===== config.mk =====
export PLATFORM = sky130hd
export DESIGN_NAME = sector_rx
export DESIGN_NICKNAME = d
export VERILOG_FILES = /design/src/rtl/sr_pkg.sv /design/src/rtl/sr_toggle_sync.sv /design/src/rtl/sr_field_seq.sv /design/src/rtl/sr_word_out.sv /design/src/rtl/sector_rx.sv
export SDC_FILE = /design/constraint.sdc
export NUM_CORES = 1
export LEC_CHECK = 0
export ABC_AREA = 1
export ABC_CLOCK_PERIOD_IN_PS = 2800
export BUFFER_PORTS_ARGS = -buffer_cell sky130_fd_sc_hd__buf_4
export CORE_MARGIN = 5
export CORE_UTILIZATION = 55
export DETAILED_ROUTE_END_ITERATION = 10
export HOLD_SLACK_MARGIN = 0.15
export PLACE_DENSITY = 0.86
export SLEW_MARGIN = 20
export SYNTH_ARGS = -nofsm -noshare
export SYNTH_HDL_FRONTEND = slang
export SYNTH_SLANG_ARGS = --single-unit
export TNS_END_PERCENT = 30

===== constraint.sdc =====
create_clock -name clk -period 2.8 [get_ports clk]
set_clock_uncertainty 0.2 [all_clocks]
set_input_delay 0.56 -clock clk [delete_from_list [all_inputs] [get_ports clk]]
set_output_delay 0.56 -clock clk [all_outputs]
set_load 0.05 [all_outputs]

===== src/rtl/sr_pkg.sv =====
package sr_pkg;

  typedef enum logic [1:0] {
    FLD_MAIN = 2'd0,
    FLD_FLAG = 2'd1,
    FLD_SUB  = 2'd2,
    FLD_STAT = 2'd3
  } fld_e;

  localparam int STAT_COUNT = 2;

endpackage


===== src/rtl/sr_toggle_sync.sv =====
module sr_toggle_sync #(
  parameter int STAGES = 2
) (
  input  logic clk,
  input  logic rst,
  input  logic tgl_async,
  output logic strobe
);

  logic [STAGES-1:0] chain_q;
  logic              seen_q;

  always_ff @(posedge clk) begin
    if (rst) begin
      chain_q <= '0;
      seen_q  <= 1'b0;
      strobe  <= 1'b0;
    end else begin
      chain_q <= {chain_q[STAGES-2:0], tgl_async};
      seen_q  <= chain_q[STAGES-1];
      strobe  <= chain_q[STAGES-1] ^ seen_q;
    end
  end


  one_pulse_chk: assert property (@(posedge clk) disable iff (rst)
    strobe |=> !strobe);

endmodule


===== src/rtl/sr_field_seq.sv =====
module sr_field_seq
  import sr_pkg::*;
#(
  parameter int MAIN_WORDS = 1176,
  parameter int FLAG_WORDS = 148,
  parameter int SUB_WORDS  = 57
) (
  input  logic clk,
  input  logic rst,
  input  logic step,
  input  logic cfg_flag,
  input  logic cfg_sub,
  output fld_e cur_fld,
  output logic stat_sel,
  output logic last_word
);

  localparam int MAX_A  = (MAIN_WORDS > FLAG_WORDS) ? MAIN_WORDS : FLAG_WORDS;
  localparam int MAX_B  = (SUB_WORDS > STAT_COUNT) ? SUB_WORDS : STAT_COUNT;
  localparam int MAX_LEN = (MAX_A > MAX_B) ? MAX_A : MAX_B;
  localparam int CNT_W  = $clog2(MAX_LEN + 1);

  logic [CNT_W-1:0] cnt_q;
  logic             at_start_q;
  logic             en_flag_q;
  logic             en_sub_q;
  logic             eff_flag;
  logic             eff_sub;
  logic [CNT_W-1:0] fld_last;
  logic             fld_done;
  fld_e             nxt_fld;

  function automatic logic [CNT_W-1:0] last_idx(input fld_e f);
    case (f)
      FLD_MAIN: last_idx = CNT_W'(MAIN_WORDS - 1);
      FLD_FLAG: last_idx = CNT_W'(FLAG_WORDS - 1);
      FLD_SUB:  last_idx = CNT_W'(SUB_WORDS - 1);
      default:  last_idx = CNT_W'(STAT_COUNT - 1);
    endcase
  endfunction

  always_comb begin
    eff_flag = at_start_q ? cfg_flag : en_flag_q;
    eff_sub  = at_start_q ? cfg_sub  : en_sub_q;
    fld_last = last_idx(cur_fld);
    fld_done = (cnt_q == fld_last);
    case (cur_fld)
      FLD_MAIN: nxt_fld = eff_flag ? FLD_FLAG : (eff_sub ? FLD_SUB : FLD_STAT);
      FLD_FLAG: nxt_fld = eff_sub ? FLD_SUB : FLD_STAT;
      FLD_SUB:  nxt_fld = FLD_STAT;
      default:  nxt_fld = FLD_MAIN;
    endcase
  end

  assign stat_sel  = cnt_q[0];
  assign last_word = (cur_fld == FLD_STAT) && fld_done;

  always_ff @(posedge clk) begin
    if (rst) begin
      cnt_q      <= '0;
      cur_fld    <= FLD_MAIN;
      at_start_q <= 1'b1;
      en_flag_q  <= 1'b0;
      en_sub_q   <= 1'b0;
    end else if (step) begin
      if (at_start_q) begin
        en_flag_q  <= cfg_flag;
        en_sub_q   <= cfg_sub;
        at_start_q <= 1'b0;
      end
      if (fld_done) begin
        cnt_q   <= '0;
        cur_fld <= nxt_fld;
        if (cur_fld == FLD_STAT) at_start_q <= 1'b1;
      end else begin
        cnt_q <= cnt_q + 1'b1;
      end
    end
  end


  cnt_range_chk: assert property (@(posedge clk) disable iff (rst)
    cnt_q <= last_idx(cur_fld));


  flag_gate_chk: assert property (@(posedge clk) disable iff (rst)
    (cur_fld == FLD_FLAG) |-> (en_flag_q && !at_start_q));


  sub_gate_chk: assert property (@(posedge clk) disable iff (rst)
    (cur_fld == FLD_SUB) |-> (en_sub_q && !at_start_q));


  cfg_hold_chk: assert property (@(posedge clk) disable iff (rst)
    (!at_start_q && !$past(at_start_q)) |-> ($stable(en_flag_q) && $stable(en_sub_q)));


  restart_chk: assert property (@(posedge clk) disable iff (rst)
    at_start_q |-> (cur_fld == FLD_MAIN && cnt_q == '0));

endmodule


===== src/rtl/sr_word_out.sv =====
module sr_word_out
  import sr_pkg::*;
#(
  parameter int DATA_W = 16
) (
  input  logic              clk,
  input  logic              rst,
  input  logic              capture,
  input  logic [DATA_W-1:0] word_in,
  input  fld_e              fld,
  input  logic              stat_sel,
  input  logic              last_word,
  output logic              out_valid,
  output logic [DATA_W-1:0] out_word,
  output logic [1:0]        out_field,
  output logic              sector_end,
  output logic [DATA_W-1:0] stat_lo,
  output logic [DATA_W-1:0] stat_hi
);

  logic is_stat;
  assign is_stat = (fld == FLD_STAT);

  always_ff @(posedge clk) begin
    if (rst) begin
      out_valid  <= 1'b0;
      out_word   <= '0;
      out_field  <= 2'd0;
      sector_end <= 1'b0;
      stat_lo    <= '0;
      stat_hi    <= '0;
    end else begin
      out_valid  <= capture;
      sector_end <= capture && last_word;
      if (capture) begin
        out_word  <= word_in;
        out_field <= fld;
        if (is_stat && !stat_sel) stat_lo <= word_in;
        if (is_stat &&  stat_sel) stat_hi <= word_in;
      end
    end
  end


  end_align_chk: assert property (@(posedge clk) disable iff (rst)
    sector_end |-> (out_valid && out_field == 2'd3));


  stat_hold_chk: assert property (@(posedge clk) disable iff (rst)
    !(out_valid && out_field == 2'd3) |-> ($stable(stat_lo) && $stable(stat_hi)));


  valid_pulse_chk: assert property (@(posedge clk) disable iff (rst)
    out_valid |=> !out_valid);

endmodule


===== src/rtl/sector_rx.sv =====
module sector_rx
  import sr_pkg::*;
#(
  parameter int DATA_W      = 16,
  parameter int SYNC_STAGES = 2,
  parameter int MAIN_WORDS  = 1176,
  parameter int FLAG_WORDS  = 148,
  parameter int SUB_WORDS   = 57
) (
  input  logic              clk,
  input  logic              rst,
  input  logic              req_tgl,
  input  logic [DATA_W-1:0] word_in,
  input  logic              flag_en,
  input  logic              sub_en,
  output logic              out_valid,
  output logic [DATA_W-1:0] out_word,
  output logic [1:0]        out_field,
  output logic              sector_end,
  output logic [DATA_W-1:0] stat_lo,
  output logic [DATA_W-1:0] stat_hi
);

  logic strobe;
  fld_e cur_fld;
  logic stat_sel;
  logic last_word;

  sr_toggle_sync #(
    .STAGES(SYNC_STAGES)
  ) u_sync (
    .clk       (clk),
    .rst       (rst),
    .tgl_async (req_tgl),
    .strobe    (strobe)
  );

  sr_field_seq #(
    .MAIN_WORDS(MAIN_WORDS),
    .FLAG_WORDS(FLAG_WORDS),
    .SUB_WORDS (SUB_WORDS)
  ) u_seq (
    .clk       (clk),
    .rst       (rst),
    .step      (strobe),
    .cfg_flag  (flag_en),
    .cfg_sub   (sub_en),
    .cur_fld   (cur_fld),
    .stat_sel  (stat_sel),
    .last_word (last_word)
  );

  sr_word_out #(
    .DATA_W(DATA_W)
  ) u_out (
    .clk        (clk),
    .rst        (rst),
    .capture    (strobe),
    .word_in    (word_in),
    .fld        (cur_fld),
    .stat_sel   (stat_sel),
    .last_word  (last_word),
    .out_valid  (out_valid),
    .out_word   (out_word),
    .out_field  (out_field),
    .sector_end (sector_end),
    .stat_lo    (stat_lo),
    .stat_hi    (stat_hi)
  );


  idle_after_reset_chk: assert property (@(posedge clk)
    $past(rst) |-> (!out_valid && !sector_end));

endmodule


# After elaboration in Yosys (flattened, before gate mapping)
# Cells that the tools add are included.
# classes
addsub,1
muxes,9
reduce_logical,9
n_eq_ne,4
bitwise,1
# op_table
operator,n
$pmux W11 S3,1
$add A11 B1 Y11 const B,1
$eq A11 B11 Y1,1
$mux W11,1
$pmux W2 S3,1
$reduce_and A2 Y1,3
$mux W1,5
$eq A2 B2 Y1 const B,2
$logic_and A1 B1 Y1,4
$eq A2 B1 Y1 const B,1
$logic_not A2 Y1,1
$mux W2,1
$logic_not A1 Y1,1
$xor A1 B1 Y1,1
# totals
wordCells,38
reg_bits,72
in_bits,21

# Logic depth before layout (Yosys ltp)
# Gate-level depths: netlist of run 1.
# depth
depth_word,5
depth_mapped,11
ltp_nobuf,11

# Hierarchy
# From an unflattened synthesis of run 1, not the netlist that was laid out.
# hier_totals
cells_unflattened,428
area_unflattened_um2,3126.7
# by_module_without_submodules
module,cells_per_inst,seq_area_each_um2,area_per_inst_um2,n_inst
sr_word_out,261,1041.0,1988.2,1
sr_field_seq,152,320.3,1016.0,1
sr_toggle_sync,15,80.1,122.6,1

# Least setup slack after synthesis of run 1
# OpenSTA, ideal clock, no wires.
# synth_path
path_type,register to register
from,reg u_seq.cur_fld[0]
to,reg u_seq.cnt_q[6]
setup_ns,0.116
path_stages_with_launch,11
t_required_ns,2.484
path_slack_ns,1.027
arrival_time_ns,1.457
period_less_slack_ns,1.773
path_buffers,0
cell_sequence,dfxtp_1 inv_1 ha_1 nor2_1 nand2_1 nand2_1 nand3_2 nor2_4 nand2_4 nand2_2 nor2_1
# synth_via
elab_chain_cells,4
elab_cells_between_ends,6
# synth_lines
item,line_no,source
from (decl),sr_field_seq.sv:13,"output fld_e cur_fld,"
from (signal assigned),sr_field_seq.sv:73,cur_fld <= nxt_fld;
"$eq A2 B2 Y1, or another cell as far along",sr_field_seq.sv:34,case (f)
$pmux W11 S3 *,sr_field_seq.sv:34,
$eq A11 B11 Y1 *,sr_field_seq.sv:46,fld_done = (cnt_q == fld_last);
$mux W11 *,sr_field_seq.sv:71,if (fld_done) begin
to (signal assigned),sr_field_seq.sv:76,cnt_q <= cnt_q + 1'b1;
to (decl),sr_field_seq.sv:23,logic [CNT_W-1:0] cnt_q;
# Every way passes the cells marked *; elsewhere a longest branch is shown, timed or not.
# A chain may end at the register's enable or synchronous reset.

# Final worst setup path of run 1
# layout_path
from,reg u_seq.cur_fld[1]
to,reg u_seq.cnt_q[10]
# Same word-level chain as after synthesis.

==> run_results.csv, run 1 <==
group,metric,value,unit
timing,fmax,499.0,MHz
logic_synthesis,syn_nets,416,
clock_tree,cts.clk_slew.worst_paths,0.07,ns
placed_design,io_buffers,72,
layout,fin_nets,485,
logic_synthesis,ys_ff_latch,72,
routing,via_per_inst,5.075,
die,initial_core_util,57.30,%
routing,vias,2700,
logic_synthesis,synth_compound_area_share,16.99,%
setup_path,cp_cell_sequence,"inv_1 -> ha_1 -> nor2_1 -> nand2_1 -> nand2_1 -> nand3_2 -> nor2_4 -> nand2_4 -> nand2_2 -> nor2_1",
global_routing,use_met3,8.020,%
setup_path,endpoint_kind,"flop",
routing,drc,0,
clock_tree,cts_tree,"done",
routing,wl,7128,um
setup_path,cp_slowest_stage_delay,0.42,ns
die,dieArea,6919,um2
routing,postRouteAntennaNets,0,
logic_synthesis,synth_area_leaders,"dfxtp_1, o21ai_0, inv_1, a21oi_1, nor2_1",
logic_synthesis,avgSynthCellArea,7.572,um2
run_status,status,"finished clean",
logic_synthesis,synth_simple_gate_area_share,18.27,%
clock_tree,cts_root_buf,"clkbuf_8",
layout,utilization,71.76,%
setup_path,crit_slowest_cell,"dfxtp_1",
timing,slew_violations,0,
logic_synthesis,synth_top_area_share,48.94,%
timing,setup_violations,0,
logic_synthesis,synth_cell_types,25,
global_routing,grt_pass1_wl,11660,um
global_routing,grtUsageTotal,20.58,%
routing,drtIter0Drc,114,
setup_path,cp.arrival,2.04,ns
logic_synthesis,synth_area,2945,um2
pwr,power_leakage,0.001644,uW
placed_design,place_congestion,0.9159,
pwr,power_frac_clock,36.1,%
setup_path,worst_setup_path_start_kind,"flop",
clock_tree,cts_max_level,3,
setup_path,cp_data_required_time,2.83,ns
setup_path,cp_max_fo,6,
die,num_io_pins,73,
placed_design,place_hpwl,5173,um
global_routing,first_global_vias,2536,
clock_tree,hold_buffers,0,
routing,routedWlPerCell,13.40,um
global_routing,use_met2,34.84,%
global_routing,grt-ovfl-total,0,
logic_synthesis,synth_common_cells,"dfxtp_1, inv_1, o21ai_0",
flow_run,cap_violations,0,
pwr,p_int,1411,uW
pwr,power.density,518.1,nW/um2
clock_tree,clock_sinks,72,
layout,final_area,3689,um2
placed_design,dpl_cell_area,3528,um2
layout,fill_cells,434,
pwr,combPwrFrac,8.7,%
pwr,p_seq_share,55.2,%
global_routing,grt-busiest-layer,"met2",
layout,diodes,0,
logic_synthesis,synth.most_common_cell,"dfxtp_1",
global_routing,antenna_found_initial,0,
logic_synthesis,synthAdderAreaFrac,2.549,%
min_path,hold_path.class,"reg2reg",
logic_synthesis,synth_top_family_by_area,"simple AND/OR/NAND/NOR gates",
logic_synthesis,synth_edf_count,0,
placed_design,post-place-cells,517,
layout,layout-drive-gt1-share,22.29,%
clock_tree,cts_resized,0,
timing,slew_headroom,67.94,%
layout,syn_to_final_growth,25.23,%
setup_path,cp_num_buf_inv,1,
die,core_area,5140,um2
global_routing,gr-usage-met1,23.61,%
logic_synthesis,seq_area_frac_synth,48.94,%
die,die_w,83.18,um
logic_synthesis,yosys_warnings,0,
logic_synthesis,synth_xor_area_share,2.676,%
setup_path,path_delay_family,"simple AND/OR/NAND/NOR gates",
timing,final_hold_viol_count,0,
layout,final_cells,532,
die,fp.dieH,83.18,um
timing,finalCritPeriodShare,71.58,%
logic_synthesis,yosysTopAreaCell,"dfxtp_1",
clock_tree,clkLatencyLatePin,0.34,ns
die,rows,26,
routing,first_pass_iters,4,
timing,finalSetupTns,0,ns
clock_tree,cts_buffer_depth,2,
global_routing,grt_max_degree,33,
logic_synthesis,synth_cells,389,
pwr,swShare,26.17,%
logic_synthesis,synth_mux_area_share,0,%
pwr,power_switching,500.0,uW
logic_synthesis,synth_ff_type,"dfxtp_1",
timing,grt_setup_unrepaired,"no",
timing,period_minus_slack,2.004,ns
setup_path,critPathKind,"reg2reg",
timing,worstMarginPinSlew,0.4759,ns
clock_tree,post_cts_buffers,0,
clock_tree,cts_buffers,9,
logic_synthesis,async_reset_ff_share,0,%
pwr,vdd_drop_max,424.9,uV
## final timing paths
path              depth (start not counted)              start  slack (ns)                end
setup / recovery                         10   u_seq.cur_fld[1]        0.80    u_seq.cnt_q[10]
hold / removal                            2  u_sync.chain_q[0]        0.22  u_sync.chain_q[1]
setup reg to reg                         10   u_seq.cur_fld[1]        0.80    u_seq.cnt_q[10]
hold reg to reg                           2  u_sync.chain_q[0]        0.22  u_sync.chain_q[1]
## tightest hold or removal path: stages (launching register included)
cell and delay, ns:
dfxtp_1 0.31, inv_1 0.04, nor2_1 0.03
## cell usage in the layout, fill, tap and decap left out
| cell | synthesis | layout |
|---|---|---|
| o211ai_1 | 1 | 1 |
| dfxtp_1 | 72 | 72 |
| nand2_2 | 1 | 1 |
| nand3_2 | 2 | 2 |
| a211oi_1 | 1 | 1 |
| nand3b_1 | 3 | 3 |
| nand3_1 | 15 | 15 |
| xor2_1 | 5 | 5 |
| ha_1 | 6 | 6 |
| buf_4 | 1 | 77 |
| nor2_4 | 1 | 1 |
| clkinv_2 | 0 | 4 |
| nor3b_2 | 1 | 1 |
| nor3_1 | 2 | 2 |
| nor2_1 | 54 | 54 |
| inv_2 | 3 | 3 |
| clkinvlp_4 | 0 | 1 |
| xnor2_1 | 4 | 4 |
| a21oi_1 | 41 | 41 |
| inv_1 | 58 | 58 |
| clkbuf_8 | 0 | 9 |
| nand2_4 | 1 | 1 |
| nand2_1 | 41 | 41 |
| inv_6 | 0 | 1 |
| o21ai_0 | 56 | 56 |
| nor2_2 | 2 | 2 |
## power by group through the flow
stage	Combinational (uW)	Sequential, uW	Clock [uW]
floorplan	55.9	1120	0
global placement	163	1080	0
detailed placement	165	1080	0
CTS	167	1060	701
global route	180	1060	744
finish	167	1060	689
## layout make-up
type | instances | area, um2 | share of cell area, %
clock buffers | 9 | 123.9 | 3.358
clock inverters | 6 | 36.28 | 0.9837
flip-flops and latches | 72 | 1441 | 39.08
multi-input cells | 237 | 1192 | 32.33
well taps | 70 | 87.58 | 2.374
repair buffers | 77 | 578.1 | 15.67
inverters | 61 | 229.0 | 6.208
## logic make-up after synthesis
family,Yosys count
compound gates,99
xor+xnor,9
fa+ha+maj,6
buf+inv,80
flops,72
simple gates,123
## state kept, by name, indices dropped and copies added, names as in the netlist, 2 cells and up
signal and cells:
u_out.stat_lo 16, u_seq.cnt_q 11, u_out.out_field 2, u_seq.cur_fld 2, u_out.out_word 16, u_out.stat_hi 16
u_sync.chain_q 2
## metal layers
| layer | share of wire (%) | wire length [um] |
|---|---|---|
| met4 | 2.1 | 148 |
| met3 | 6.9 | 494 |
| met1 | 43 | 3080 |
| met5 | 0 | 0 |
| met2 | 48 | 3404 |
## stage by stage
stage	hold WS [ns]	setup WS, ns	total power [uW]
after global routing	0.2359	0.5967	1980
final	0.2168	0.7958	1911
after CTS	0.2205	0.7793	1923
after detailed placement	0.2118	0.7935	1244
after floorplan	0.1883	1.027	1179
after global placement	0.1996	0.9036	1242
Note: power is estimated with default switching activity, not from simulation.
==> run 2, diff against run 1 <==
- ABC_CLOCK_PERIOD_IN_PS: 2800 -> 1600
- CORE_UTILIZATION: 55 -> 47
- PLACE_DENSITY: 0.86 -> 0.79
- clock period: 2.8 -> 1.6 ns (I/O delays scaled with it)
==> run_results.csv, run 2 (synthesized netlist as in run 1, its figures left out) <==
group,metric,value,unit
run_status,status,"finished, violations left",
run_status,violations,"negative setup slack",
placed_design,place_hpwl,5424,um
layout,layout-drive-gt1-share,27.57,%
routing,drc,0,
layout,syn_to_final_growth,42.44,%
timing,fmax,571.8,MHz
clock_tree,cts_tree,"done",
setup_path,endpoint_kind,"flop",
layout,largestRegisters,"u_out.out_word x16, u_out.stat_hi x16, u_out.stat_lo x16",
placed_design,place_congestion,0.8923,
setup_path,cp_slowest_stage_delay,0.40,ns
setup_path,cp_num_buf_inv,2,
clock_tree,cts_buffers,9,
layout,fin_nets,519,
setup_path,crit_slowest_cell,"dfxtp_4",
placed_design,post-place-cells,536,
global_routing,grtUsageTotal,20.19,%
setup_path,cp_data_required_time,1.64,ns
timing,slew_headroom,70.01,%
global_routing,antenna_found_initial,0,
clock_tree,cts_root_buf,"clkbuf_8",
timing,setup_violations,14,
die,fp.dieH,89.16,um
die,core_area,5991,um2
die,die_w,89.16,um
timing,grt_setup_unrepaired,"yes",
timing,period_minus_slack,1.749,ns
setup_path,cp_cell_sequence,"inv_4 -> ha_4 -> inv_1 -> nand3_1 -> nand2_2 -> nand3_2 -> nor2_4 -> nand3_1 -> nand2_1 -> nor2_1",
layout,final_cells,572,
timing,slew_violations,0,
timing,finalCritPeriodShare,109.3,%
setup_path,path_delay_family,"simple AND/OR/NAND/NOR gates",
global_routing,grt_max_degree,59,
routing,routedWlPerCell,13.48,um
timing,fin_ws,-0.1489,ns
routing,drtIter0Drc,168,
die,rows,28,
layout,utilization,70.03,%
pwr,vdd_drop_max,513.6,uV
clock_tree,cts_max_level,3,
clock_tree,cts.clk_slew.worst_paths,0.08,ns
layout,final_common_cell,"buf_4",
timing,worstMarginPinSlew,0.4452,ns
die,num_io_pins,73,
setup_path,cp.arrival,1.79,ns
setup_path,critical_path.most_common_cell,"nand3_1",
global_routing,grt_pass1_wl,12510,um
min_path,hold_path.class,"in2reg",
clock_tree,clkLatencyLatePin,0.34,ns
timing,final_hold_viol_count,0,
global_routing,first_global_vias,2736,
setup_path,worst_setup_path_start_kind,"flop",
placed_design,io_buffers,72,
flow_run,cap_violations,0,
clock_tree,cts_buffer_depth,2,
pwr,power.density,897.6,nW/um2
routing,wl,7709,um
layout,final_cell_mix,"buf_4, dfxtp_1, inv_1, o21ai_0, nor2_1",
layout,diodes,0,
routing,via_per_inst,4.963,
routing,vias,2839,
setup_path,critPathKind,"reg2reg",
die,initial_core_util,49.16,%
die,dieArea,7950,um2
routing,postRouteAntennaNets,0,
pwr,power_leakage,0.001871,uW
setup_path,cp_max_fo,6,
clock_tree,clock_sinks,72,
global_routing,grt-ovfl-total,0,
routing,first_pass_iters,4,
-- run 2: area by class of cell --
| class | count | area (um2) |
|---|---|---|
| inverter | 61 | 236.5 |
| timing repair buffer | 111 | 923.4 |
| multi-input combinational | 237 | 1272 |
| sequential | 72 | 1451 |
| clock inverter | 7 | 93.84 |
| clock buffer | 9 | 123.9 |
| fill | 442 | 1795 |
| tap | 75 | 93.84 |
-- run 2: repair_timing --
action,in CTS,in global routing
gates resized for setup,0,14
hold endpoints to repair,60,0
endpoints found under the setup margin,14,41
setup buffers,0,0
pin swaps,3,2
hold buffers,20,0
-- run 2: worst reg2reg max path, cell delays in order, from the launching register on --
cell	delay [ns]
dfxtp_4	0.40
inv_4	0.06
ha_4	0.16
inv_1	0.09
nand3_1	0.10
nand2_2	0.10
nand3_2	0.11
nor2_4	0.19
nand3_1	0.11
nand2_1	0.08
nor2_1	0.04
-- run 2: worst paths after layout --
path	startpoint	to	slack (ns)	cells after the start
worst max-delay path	u_seq.cur_fld[0]	u_seq.cur_fld[0]	-0.15	10
worst min-delay path	rst	u_sync.chain_q[0]	0.19	3
worst max register to register	u_seq.cur_fld[0]	u_seq.cur_fld[0]	-0.15	10
worst min register to register	u_sync.chain_q[0]	u_sync.chain_q[1]	0.20	2
-- run 2: through the flow --
stage	cell area, um2	hold WS, ns	setup slack [ns]	setup TNS (ns)	total power [uW]
after floorplan	3003	0.1883	-0.003424	-0.006846	2059
after global placement	3735	0.1901	-0.07751	-0.5886	2178
after detailed placement	3735	0.1973	-0.1353	-1.270	2184
after CTS	4153	0.2091	-0.1263	-1.264	3798
after global routing	4195	0.1970	-0.2517	-4.107	3915
final	4195	0.1923	-0.1489	-1.488	3766
-- run 2: report_power, final --
group	leakage (uW)	switching [uW]	internal, uW
registers	0.000585	20.8	1820
logic	0.00117	207	137
clock network	0.000114	698	881
-- run 2: per-layer routing --
| metal | vias to the layer above | part of all wire [%] | track usage [%] |
|---|---|---|---|
| li1 | 1436 | - | - |
| met1 | 1311 | 42 | 24.66 |
| met2 | 80 | 48 | 33.69 |
| met3 | 12 | 8.1 | 4.516 |
| met4 | 0 | 1.6 | 9.472 |
| met5 | - | 0 | 0 |
==> run 3, diff against run 2 <==
==> constraint.sdc (replaced) <==
create_clock -name clk -period 1.6 [get_ports clk]
set_clock_uncertainty 0.2 [all_clocks]
set_input_delay 0.08 -clock clk [delete_from_list [all_inputs] [get_ports clk]]
set_output_delay 0.08 -clock clk [all_outputs]
set_load 0.05 [all_outputs]
==> run_results.csv, run 3 (synthesized netlist as in run 1, its figures left out) <==
group,metric,value,unit
clock_tree,cts.clk_slew.worst_paths,0.08,ns
setup_path,cp_cell_sequence,"inv_4 -> ha_4 -> xnor2_1 -> nand3_1 -> nor2_4 -> nand2_4 -> nand3b_1 -> inv_1",
global_routing,grt_max_degree,45,
die,initial_core_util,49.16,%
layout,syn_to_final_growth,42.91,%
layout,largestRegisters,"u_out.out_word x16, u_out.stat_hi x16, u_out.stat_lo x16",
routing,via_per_inst,4.903,
layout,diodes,0,
layout,layout-drive-gt1-share,28.34,%
routing,wl,7766,um
timing,slew_headroom,70.51,%
global_routing,grtUsageTotal,20.47,%
placed_design,io_buffers,72,
pwr,vdd_drop_max,601.1,uV
clock_tree,cts_buffer_depth,2,
setup_path,cp.arrival,1.78,ns
global_routing,grt_pass1_wl,12520,um
flow_run,cap_violations,0,
layout,fin_nets,523,
global_routing,antenna_found_initial,0,
layout,final_cell_mix,"buf_4, dfxtp_1, o21ai_0",
timing,fin_ws,-0.1257,ns
timing,finalSetupTns,-1.321,ns
routing,first_pass_iters,4,
timing,final_hold_viol_count,0,
timing,worstMarginPinSlew,0.4377,ns
routing,postRouteAntennaNets,0,
pwr,p_seq_share,50.1,%
die,rows,28,
die,num_io_pins,73,
clock_tree,cts_root_buf,"clkbuf_8",
setup_path,crit_slowest_cell,"dfxtp_4",
clock_tree,clkLatencyLatePin,0.35,ns
routing,drtIter0Drc,156,
placed_design,place_hpwl,5313,um
routing,routedWlPerCell,13.48,um
clock_tree,clock_sinks,72,
setup_path,endpoint_kind,"flop",
clock_tree,cts_buffers,9,
global_routing,grt-ovfl-total,0,
pwr,p_int,2695,uW
pwr,power.density,872.9,nW/um2
pwr,power_frac_clock,40.5,%
timing,grt_setup_unrepaired,"yes",
die,fp.dieH,89.16,um
routing,vias,2824,
layout,fill_cells,446,
timing,period_minus_slack,1.726,ns
clock_tree,cts_tree,"done",
setup_path,cp_slowest_stage_delay,0.40,ns
die,core_area,5991,um2
setup_path,cp_num_buf_inv,2,
clock_tree,cts_max_level,3,
timing,finalCritPeriodShare,107.9,%
timing,setup_violations,28,
pwr,power_switching,979.5,uW
pwr,combPwrFrac,9.4,%
setup_path,worst_setup_path_start_kind,"flop",
placed_design,place_congestion,0.8627,
run_status,violations,"negative setup slack",
die,die_w,89.16,um
routing,drc,0,
timing,fmax,579.5,MHz
pwr,swShare,26.66,%
placed_design,detailedPlace.worstSlack,-0.1407,ns
pwr,power_leakage,0.001856,uW
global_routing,first_global_vias,2676,
setup_path,cp_max_fo,6,
min_path,hold_path.class,"reg2reg",
setup_path,cp_data_required_time,1.65,ns
layout,final_common_cell,"buf_4",
timing,slew_violations,0,
setup_path,critPathKind,"reg2reg",
die,dieArea,7950,um2
run_status,status,"finished, violations left",
setup_path,path_delay_family,"simple AND/OR/NAND/NOR gates",
[run 3: cell types whose count changed in the layout (fill, tap and decap cells not counted), moves of 2 or more]
cell	change
inv_2	+3
buf_4	+3
dlygate4sd3_1	+2
inv_4	-2
inv_1	-2
inv_6	+2
[run 3: power by group through the flow]
stage | logic, uW | registers (uW) | clock network [uW]
after floorplan | 97.9 | 1960 | 0
after global placement | 294 | 1880 | 0
after detailed placement | 298 | 1880 | 0
after CTS | 340 | 1840 | 1510
after global routing | 371 | 1850 | 1610
final | 344 | 1840 | 1490
[run 3: layer usage]
metal / vias to the layer above / part of all wire [%] / GRT usage (%)
met4: 0 / 2.3 / 9.472
met1: 1278 / 42 / 24.39
met2: 91 / 49 / 35.16
met5: - / 0 / 0
li1: 1440 / - / -
met3: 15 / 6.6 / 4.332
[run 3: final timing paths]
check,slack [ns],cells after the start,start,endpoint
worst max-delay path,-0.13,8,u_seq.cur_fld[1],u_seq.cnt_q[2]
worst min-delay path,0.22,2,u_sync.chain_q[0],u_sync.chain_q[1]
worst max register to register,-0.13,8,u_seq.cur_fld[1],u_seq.cnt_q[2]
worst min register to register,0.22,2,u_sync.chain_q[0],u_sync.chain_q[1]
[run 3: stage by stage]
step	area (um2)	total power, uW	hold WS, ns	util [%]	std cells
after CTS	4172	3693	0.2133	69.63	576
after global routing	4209	3828	0.2534	70.26	576
final	4209	3674	0.2176	70.26	576
after floorplan	3003	2059	-0.01303	-	389
after global placement	3737	2176	0.07886	62.39	538
after detailed placement	3737	2180	0.08837	62.39	538
[run 3: timing repair]
action | CTS | global route
hold endpoints to repair | 71 | 0
resized for setup | 1 | 15
hold buffers | 21 | 0
buffers inserted | 1 | 0
pin swaps | 2 | 1
setup endpoints to repair | 13 | 46
[run 3: final cells by class]
class                           count  area, um2  share of cell area, %
Clock buffer                        9      123.9                  2.943
Multi-Input combinational cell    237       1275                  30.29
Inverter                           61      234.0                  5.559
Clock inverter                      7      77.57                  1.843
Sequential cell                    72       1451                  34.48
Timing Repair Buffer              115      953.4                  22.65
Tap cell                           75      93.84                  2.229
[run 3: worst register-to-register path: cells and delay by family, from the launching register on]
kind,cells,cell delay [ns]
AND/OR/NAND/NOR,4,0.59
flip-flops,1,0.40
adder cells (fa/ha/maj),1,0.18
XOR/XNOR,1,0.17
buffers and inverters,2,0.10
